$ cat src/rtl/nr_div_step_pkg.sv
package nr_div_step_pkg;
  // Status flags of the divider step
  typedef struct packed {
    logic m;
    logic q;
    logic t;
  } dflags_t;

  localparam dflags_t DFLAGS_ZERO = '{m: 1'b0, q: 1'b0, t: 1'b0};
endpackage

$ cat src/rtl/nr_rst_sync.sv
module nr_rst_sync (
  input  logic clk,
  input  logic arst_n,
  output logic srst_n
);
  logic [1:0] stage_q;

  always_ff @(posedge clk or negedge arst_n) begin
    if (!arst_n) stage_q <= 2'b00;
    else         stage_q <= {stage_q[0], 1'b1};
  end

  assign srst_n = stage_q[1];
endmodule

$ cat src/rtl/nr_step_shift.sv
module nr_step_shift #(
  parameter int W = 32
) (
  input  logic [W-1:0] rem_in,
  input  logic         fill_bit,
  output logic [W-1:0] shifted,
  output logic         out_bit
);
  localparam int TOP = W - 1;

  assign out_bit = rem_in[TOP];
  assign shifted = {rem_in[TOP-1:0], fill_bit};
endmodule

$ cat src/rtl/nr_step_addsub.sv
module nr_step_addsub #(
  parameter int W          = 32,
  parameter bit WIDE_ADDER = 1'b1
) (
  input  logic [W-1:0] opa,
  input  logic [W-1:0] opb,
  input  logic         do_sub,
  output logic [W-1:0] sum,
  output logic         cy
);
  generate
    if (WIDE_ADDER) begin : g_wide
      // One extra bit holds the carry out or the borrow out
      logic [W:0] ext;
      always_comb begin
        if (do_sub) ext = {1'b0, opa} - {1'b0, opb};
        else        ext = {1'b0, opa} + {1'b0, opb};
      end
      assign sum = ext[W-1:0];
      assign cy  = ext[W];
    end else begin : g_cmp
      // Wrapping result, then an unsigned compare against the input
      logic [W-1:0] raw;
      always_comb begin
        if (do_sub) raw = opa - opb;
        else        raw = opa + opb;
      end
      assign sum = raw;
      assign cy  = do_sub ? (raw > opa) : (raw < opa);
    end
  endgenerate
endmodule

$ cat src/rtl/nr_step_flags.sv
module nr_step_flags (
  input  logic out_bit,
  input  logic m_cur,
  input  logic cy,
  output logic q_new,
  output logic t_new
);
  always_comb begin
    q_new = out_bit ^ m_cur ^ cy;
    t_new = (q_new == m_cur);
  end
endmodule

$ cat src/rtl/nr_div_step.sv
module nr_div_step
  import nr_div_step_pkg::*;
#(
  parameter int W          = 32,
  parameter bit WIDE_ADDER = 1'b1
) (
  input  logic         clk,
  input  logic         rst_n,
  input  logic         step_i,
  input  logic         load_i,
  input  logic         m_i,
  input  logic         q_i,
  input  logic         t_i,
  input  logic [W-1:0] divisor_i,
  input  logic [W-1:0] rem_i,
  output logic [W-1:0] rem_o,
  output logic         m_o,
  output logic         q_o,
  output logic         t_o
);
  logic         srst_n;
  dflags_t      flg_q, flg_d;
  logic [W-1:0] rem_q, rem_d;
  logic [W-1:0] shifted, sum;
  logic         out_bit, cy, do_sub, q_new, t_new, upd_en;

  nr_rst_sync u_rst (
    .clk    (clk),
    .arst_n (rst_n),
    .srst_n (srst_n)
  );

  nr_step_shift #(.W(W)) u_shift (
    .rem_in   (rem_i),
    .fill_bit (flg_q.t),
    .shifted  (shifted),
    .out_bit  (out_bit)
  );

  // Matching Q and M selects subtract, otherwise add
  assign do_sub = (flg_q.q == flg_q.m);

  nr_step_addsub #(.W(W), .WIDE_ADDER(WIDE_ADDER)) u_addsub (
    .opa    (shifted),
    .opb    (divisor_i),
    .do_sub (do_sub),
    .sum    (sum),
    .cy     (cy)
  );

  nr_step_flags u_flags (
    .out_bit (out_bit),
    .m_cur   (flg_q.m),
    .cy      (cy),
    .q_new   (q_new),
    .t_new   (t_new)
  );

  // Next state: load wins over step
  always_comb begin
    flg_d = flg_q;
    rem_d = rem_q;
    if (load_i) begin
      flg_d = '{m: m_i, q: q_i, t: t_i};
    end else if (step_i) begin
      flg_d = '{m: flg_q.m, q: q_new, t: t_new};
      rem_d = sum;
    end
  end

  assign upd_en = load_i | step_i;

  always_ff @(posedge clk or negedge srst_n) begin
    if (!srst_n) begin
      flg_q <= DFLAGS_ZERO;
      rem_q <= '0;
    end else if (upd_en) begin
      flg_q <= flg_d;
      rem_q <= rem_d;
    end
  end

  assign rem_o = rem_q;
  assign m_o   = flg_q.m;
  assign q_o   = flg_q.q;
  assign t_o   = flg_q.t;
endmodule

$ cat config.mk
export PLATFORM = sky130hd
export DESIGN_NAME = nr_div_step
export DESIGN_NICKNAME = d
export VERILOG_FILES = /design/src/rtl/nr_div_step_pkg.sv /design/src/rtl/nr_rst_sync.sv /design/src/rtl/nr_step_shift.sv /design/src/rtl/nr_step_addsub.sv /design/src/rtl/nr_step_flags.sv /design/src/rtl/nr_div_step.sv
export SDC_FILE = /design/constraint.sdc
export NUM_CORES = 1
export LEC_CHECK = 0
export ABC_AREA = 1
export BUFFER_PORTS_ARGS = -buffer_cell sky130_fd_sc_hd__buf_4
export CORE_UTILIZATION = 60
export DETAILED_ROUTE_END_ITERATION = 12
export MAX_ROUTING_LAYER = met4
export PLACE_DENSITY = 0.86
export SLEW_MARGIN = 5
export SYNTH_ARGS = -nofsm -noshare
export SYNTH_HDL_FRONTEND = slang
export SYNTH_HIERARCHICAL = 1
export SYNTH_SLANG_ARGS = --single-unit
$ cat constraint.sdc
create_clock -name clk -period 3.2 [get_ports clk]
set_clock_uncertainty 0.15 [all_clocks]
set_input_delay 0.64 -clock clk [delete_from_list [all_inputs] [get_ports clk]]
set_output_delay 0.64 -clock clk [all_outputs]
set_load 0.05 [all_outputs]
# After elaboration in Yosys (flattened, before gate mapping)
# Cells that the tools add are included.
dict set report word_totals {
  in_bits 71
  latch_bits 0
  mem_bits_rw 0
  romBits 0
  n_memories 0
  word_cells 20
  output_inout_bits 35
  regBits 37
}
dict set report classes {
  n_eq_ne 2
  order_cmp 0
  n_mux 3
  reduce_logical 4
  multipliers 0
  div 0
  bitwise 4
  add_sub_neg 2
  n_shift 0
}
# operator n
set op_table {}
lappend op_table {{$add A32 B32 Y33} 1}
lappend op_table {{$mux W33} 1}
lappend op_table {{$sub A32 B32 Y33} 1}
lappend op_table {{$reduce_and A2 Y1} 2}
lappend op_table {{$mux W3} 1}
lappend op_table {{$reduce_and A3 Y1} 1}
lappend op_table {{$eq A1 B1 Y1} 2}
lappend op_table {{$mux W2} 1}
lappend op_table {{$reduce_bool A2 Y1} 1}
lappend op_table {{$xor A1 B1 Y1} 2}
lappend op_table {{$not A1 Y1} 1}
lappend op_table {{$or A1 B1 Y1} 1}

# Logic depth before layout (Yosys ltp)
dict set report logic_depth {
  word_depth 6
  mapped_depth 28
  depth_no_buf 28
}

# Hierarchy
# Netlist, hierarchy kept.
# module area_per_inst_um2 seq_area_each_um2 cells_each n_inst
set modules_own_cells {}
lappend modules_own_cells {nr_step_addsub 3497.1 0.0 735 1}
lappend modules_own_cells {nr_div_step 1397.6 875.8 154 1}
lappend modules_own_cells {nr_step_shift 247.7 0.0 33 1}
lappend modules_own_cells {nr_rst_sync 53.8 50.0 3 1}
lappend modules_own_cells {nr_step_flags 40.0 0.0 9 1}

# Worst setup path after synthesis
# OpenSTA, ideal clock, no wires.
dict set report synth_timing {
  path_type {reg-to-reg}
  from {register flg_q, in the netlist m_o}
  to {register flg_q, in the netlist q_o}
  synth_period_minus_slack_ns 3.259
  path_stages_with_launch 23
  required_time_ns 2.924
  arrival_ns 2.983
  setup_time_ns 0.126
  slack_ns -0.059
  path_buffers 1
  path_cell_list {dfrtp_1 > xnor2_1 > clkbuf_1 > nor2_1 > xor2_1 > inv_1 > ha_1 > nand2_1 > inv_1 > a21oi_1 > nand2_2 > nand2_1 > nand2_2 > nand2_1 > nand3_1 > nand2_1 > inv_1 > nand2_2 > nand2_2 > nand2_1 > nand2_1 > nand3_1 > nand3_1}
}
dict set report synth_via {
  elab_chain_cells 5
  word_cells_on_any_way 6
  classes_between {1 x eq/ne; 3 x mux; 2 x bitwise}
}
# item line_no
set synth_rtl {}
lappend synth_rtl {{start, declared} nr_div_step.sv:22} ;# dflags_t flg_q, flg_d;
lappend synth_rtl {{start signal, assigned} nr_div_step.sv:78} ;# flg_q <= flg_d;
lappend synth_rtl {{$eq A1 B1 Y1} nr_div_step.sv:41} ;# assign do_sub = (flg_q.q == flg_q.m);
lappend synth_rtl {{net do_sub} nr_div_step.sv:25} ;# logic out_bit, cy, do_sub, q_new, t_new, upd_en;
lappend synth_rtl {{$mux W33} nr_step_addsub.sv:16} ;# if (do_sub) ext = {1'b0, opa} - {1'b0, opb};
lappend synth_rtl {{net cy} nr_div_step.sv:25}
lappend synth_rtl {{$xor A1 B1 Y1} nr_step_flags.sv:9} ;# q_new = out_bit ^ m_cur ^ cy;
lappend synth_rtl {{net q_new} nr_div_step.sv:25}
lappend synth_rtl {{$mux W2} nr_div_step.sv:65} ;# end else if (step_i) begin
lappend synth_rtl {{$mux W3} nr_div_step.sv:63} ;# if (load_i) begin
# The timed path passes the listed nets, and every way through them passes these cells. The select of a mux whose other input is x is not followed.
# A chain may end at the register's enable or synchronous reset.

# Final worst setup path
dict set report layout_timing {
  from {input port divisor_i[14]}
  to {register flg_q, in the netlist q_o}
}
dict set report layout_via {
  elab_chain_cells 5
  word_cells_on_any_way 6
  classes_between {2 x add/sub; 3 x mux; 1 x bitwise}
}
# item line_no
set layout_rtl {}
lappend layout_rtl {{start, declared} nr_div_step.sv:14} ;# input logic [W-1:0] divisor_i,
lappend layout_rtl {{$add A32 B32 Y33 or $sub A32 B32 Y33 (tied branches)} {nr_step_addsub.sv:17, nr_step_addsub.sv:16}}
lappend layout_rtl {{$mux W33 (*)} nr_step_addsub.sv:16}
lappend layout_rtl {{net cy} nr_div_step.sv:25}
lappend layout_rtl {{$xor A1 B1 Y1 (*)} nr_step_flags.sv:9}
lappend layout_rtl {{net q_new} nr_div_step.sv:25}
lappend layout_rtl {{$mux W2 (*)} nr_div_step.sv:65}
lappend layout_rtl {{$mux W3 (*)} nr_div_step.sv:63}
# The timed path passes the listed nets; every way through them passes the cells marked *. The select of a mux whose other input is x is not followed.

==> qor_table.md <==
| Item | Reported |
|---|---|
| Ports | 106 |
| Area growth from synthesis to layout | 41.9% |
| Crit path required time | 3.22 ns |
| Final worst slack | -0.103 ns |
| Combinational family with the most area after synthesis | simple AND/OR/NAND/NOR gates |
| Average via count per standard cell | 5.60 |
| Weighted congestion reported at the end of routability-driven placement | 0.930 |
| Top Usage Layer GRT | met2 |
| Sequence of cells on the critical path | buf_4 > nor2_1 > nand3_1 > o21ai_1 > xnor2_1 > inv_1 > ha_4 > nand2_1 > nand2_1 > nand2_1 > nand2_1 > nand2_2 > nand2_2 > a21oi_2 > nand2_1 > nand2_1 > nand2_2 > inv_2 > nand2_2 > nand2_2 > nand2_1 > nand2_1 > nand3_1 > nand3_1 |
| Flops & latches, synth | 37 |
| Number of buffers created by CTS | 5 |
| Cell depth of the worst flop-to-flop path | 23 |
| Area inside the core boundary | 8340 sq um |
| Number of enable flip-flop cells after synthesis | 0 |
| Wire length of the first global-routing pass | 25100 microns |
| Arithmetic-cell share of the synthesized area counting full adders, half adders and majority gates | 0.0827 |
| Clock Sink Count | 37 |
| Launching element type of the critical path | input pin |
| Finish-stage setup viols | 6 |
| Final critical-path share of the clock period | 1.03 |
| Clock input transition at the sequential cells of the worst setup and hold paths | 0.07 ns |
| Die area | 9100 sq um |
| Fraction of layout cells with a size suffix above 1 | 0.325 |
| M2 GR Usage | 0.598 |
| Detailed Routing Iterations Pass 1 | 6 |
| LEAKAGE | 4.45 nW |
| Die Wd | 95.4 microns |
| Compound-gate portion of the synthesized area | 0.0435 |
| Met1 layer usage reported by global route | 0.458 |
| Top cells by area in the synthesized netlist | nand2_1, dfrtp_1, inv_1, ha_1, xor2_1 |
| Fraction of the yosys area taken by sequential cells | 0.177 |
| Synthesized-area fraction occupied by and/or/nand/nor cells | 0.446 |
| Library cells used by synthesis | 34 |
| Kind of critical path | input pin to flop |
| Via total after detailed routing | 6954 |
| Total global routing track utilization | 0.364 |
| Net count after synthesis | 1039 |
| CTS tree | yes |
| Tot Pwr | 4.96 mW |
| Routed Wire Length | 20000 microns |
| Worst endpoint data arrival time | 3.33 ns |
| Slowest stage cell on the critical path | ha_4 |
| Achievable frequency | 0.303 GHz |
| Clock tree root driver cell | clkbuf_8 |
| Largest incremental delay on the critical path | 0.29 ns |
| Maximum number of pins on one net before global-route repair | 36 |
| Post-synth ARST share | 1.00 |
| Buffering stage count on the worst path with inverters included | 3 |
| Clk buf depth | 2 |
| Headroom to the max-slew limit | 0.514 |
| Critical Path Source | divisor_i[14] |
| R2R Path End | q_o |
| Final-report max-slew violation count | 0 |
| Die Ht | 95.4 microns |
| Maxcap violations | 0 |
| Effective utilization at floorplan | 0.628 |
| Quantity of I/O buffers inserted on ports | 105 |
| Final core occ | 0.891 |
| Post-Synthesis Mean Instance Area | 5.61 sq um |
| Violation count after the first detailed-routing iteration | 819 |
| Class of the worst hold path | flop to async pin |
| Most instantiated flip-flop cell in the synthesis netlist | dfrtp_1 |
| Xor and xnor area share after synthesis | 0.0652 |
| Routed wire per std cell | 16.1 microns |
| Routed Antenna Nets | 0 |
| Vias in the first global route | 5644 |
| Yosys warning total | 6 |
| Endpoint type of the worst setup path | flop |
| Number of inserted diodes | 0 |
| Final global-route overflow total | 0 |
| Worst Max-Slew Pin Slew | 0.727 ns |
| Result of the run | finished with violations |
| Routing usage on met3 | 0.0295 |
| Initial antenna violation count | 0 |
| Post-Syn Instances | 934 |
| Number of nets in the final layout | 1241 |
| Pwr dens | 667 nW/um^2 |
| Depth of the critical timing path with buffers and inverters included | 24 |
| Worst reg2reg startpoint | q_o |
| Final critical-path required period | 3.30 ns |
| Share of synthesized area spent on multiplexers | 0 |
| CP dominant cell by count | nand2_1 |
| Worst R2R Setup Slack | -0.03 ns |
| Critical Path Sink | q_o |
| Area share of the largest cell type after synthesis | 0.292 |
| DRC violations left | 0 |
| Critical path fanouts, max | 3 |
| Clock Latency Late Sink | 0.29 ns |
| Maximum ir drop on the vdd rail | 354 uV |
| Top cell type by total area after synthesis | nand2_1 |
| Total count of hold-check failures in the final report | 0 |
| Setup repair after global routing missed its margin | yes |
| Violated checks | negative setup slack |
| H-tree levels | 2 |
| Num rows | 33 |
| Placed wire-length estimate | 12700 microns |
| Family of cells with the greatest summed delay on the critical path | simple AND/OR/NAND/NOR gates |
| Total standard cell area after synthesis | 5240 sq um |
## cell type report
cell class | count | area [sq um]
clock buffers | 6 | 72.6
clock inverters | 2 | 10.0
fillers | 453 | 911
inverters | 173 | 676
multi-input cells | 682 | 3780
flip-flops and latches | 37 | 927
well taps | 105 | 131
repair buffers | 237 | 1830
## state kept, by name, indices dropped and copies added, names as in the netlist
signal,cells
m_o,1
q_o,1
rem_o,32
u_rst/stage_q,2
t_o,1
## routing by layer
metal,vias up,part of all wire
met1,3067,0.37
met2,556,0.45
met3,179,0.096
li1,3152,-
met5,-,0
met4,0,0.082
## where the power goes
group / internal, mW / switching [mW] / leakage, nW
logic: 1.44 / 2.44 / 3.95
registers: 0.648 / 0.116 / 0.457
clock network: 0.151 / 0.162 / 0.0450
## logic make-up after synthesis
logic type,count (synthesis)
AND/OR/NAND/NOR,568
buffers and inverters,215
AO/OA/AOI/OAI,40
XOR/XNOR,39
flip-flops,37
adder cells (fa/ha/maj),34
other,1
## stage by stage
step	std cells	hold WS (ns)	setup WS (ns)	area (sq um)	TNS [ns]
CTS	1220	0.138	0.00136	6780	0
finish	1242	0.126	-0.103	7430	-0.260
global placement	1210	0.122	-0.247	6650	-1.17
global route	1242	0.192	-0.242	7430	-1.70
floorplan	934	0.181	0.00782	5240	0
detailed placement	1210	0.140	-0.326	6650	-2.91
## repair_timing
item | 4_1_cts | 5_1_grt
cloned | 0 | 1
pin swaps | 1 | 81
hold endpoints to repair | 2 | 0
gates resized for setup | 5 | 124
buffers inserted | 1 | 21
endpoints found under the setup margin | 1 | 20
hold buffers | 1 | 0
## worst min-delay path by stage
stage                           startpoint                to  slack, ns  cells after the start
after floorplan           u_rst/stage_q[0]  u_rst/stage_q[1]       0.18                      0
after global placement    u_rst/stage_q[1]         rem_o[30]       0.12                      1
after detailed placement  u_rst/stage_q[1]         rem_o[31]       0.14                      1
after CTS                 u_rst/stage_q[1]         rem_o[24]       0.14                      1
after global routing      u_rst/stage_q[1]         rem_o[31]       0.19                      1
final                     u_rst/stage_q[1]         rem_o[18]       0.13                      1
## placed cells by master (no fill, tap or decap), types with 15 or more instances in the layout
master,Yosys,final
dfrtp_1,37,36
xor2_1,32,30
buf_4,36,223
nor2_1,71,56
nand2_1,408,374
ha_1,33,22
nand3_1,41,37
inv_1,169,162
nand2_2,17,49
nor2_2,7,15
## cell usage after synthesis (2+ instances only)
cell type and number:
nand2_1 408, inv_1 169, dfrtp_1 37, nor2_4 2, nand3_1 41, nand2_2 17
xnor2_1 7, o21ai_0 7, nand3b_1 4, buf_4 36, o21ai_1 3, o21ai_2 3
nor2_2 7, buf_2 2, inv_2 4, a21oi_1 24, nor3_1 4, buf_6 2
nor2_1 71, nand4_1 7, nand3_2 3, ha_1 33, xor2_1 32
Note: power is estimated with default switching activity, not from simulation.
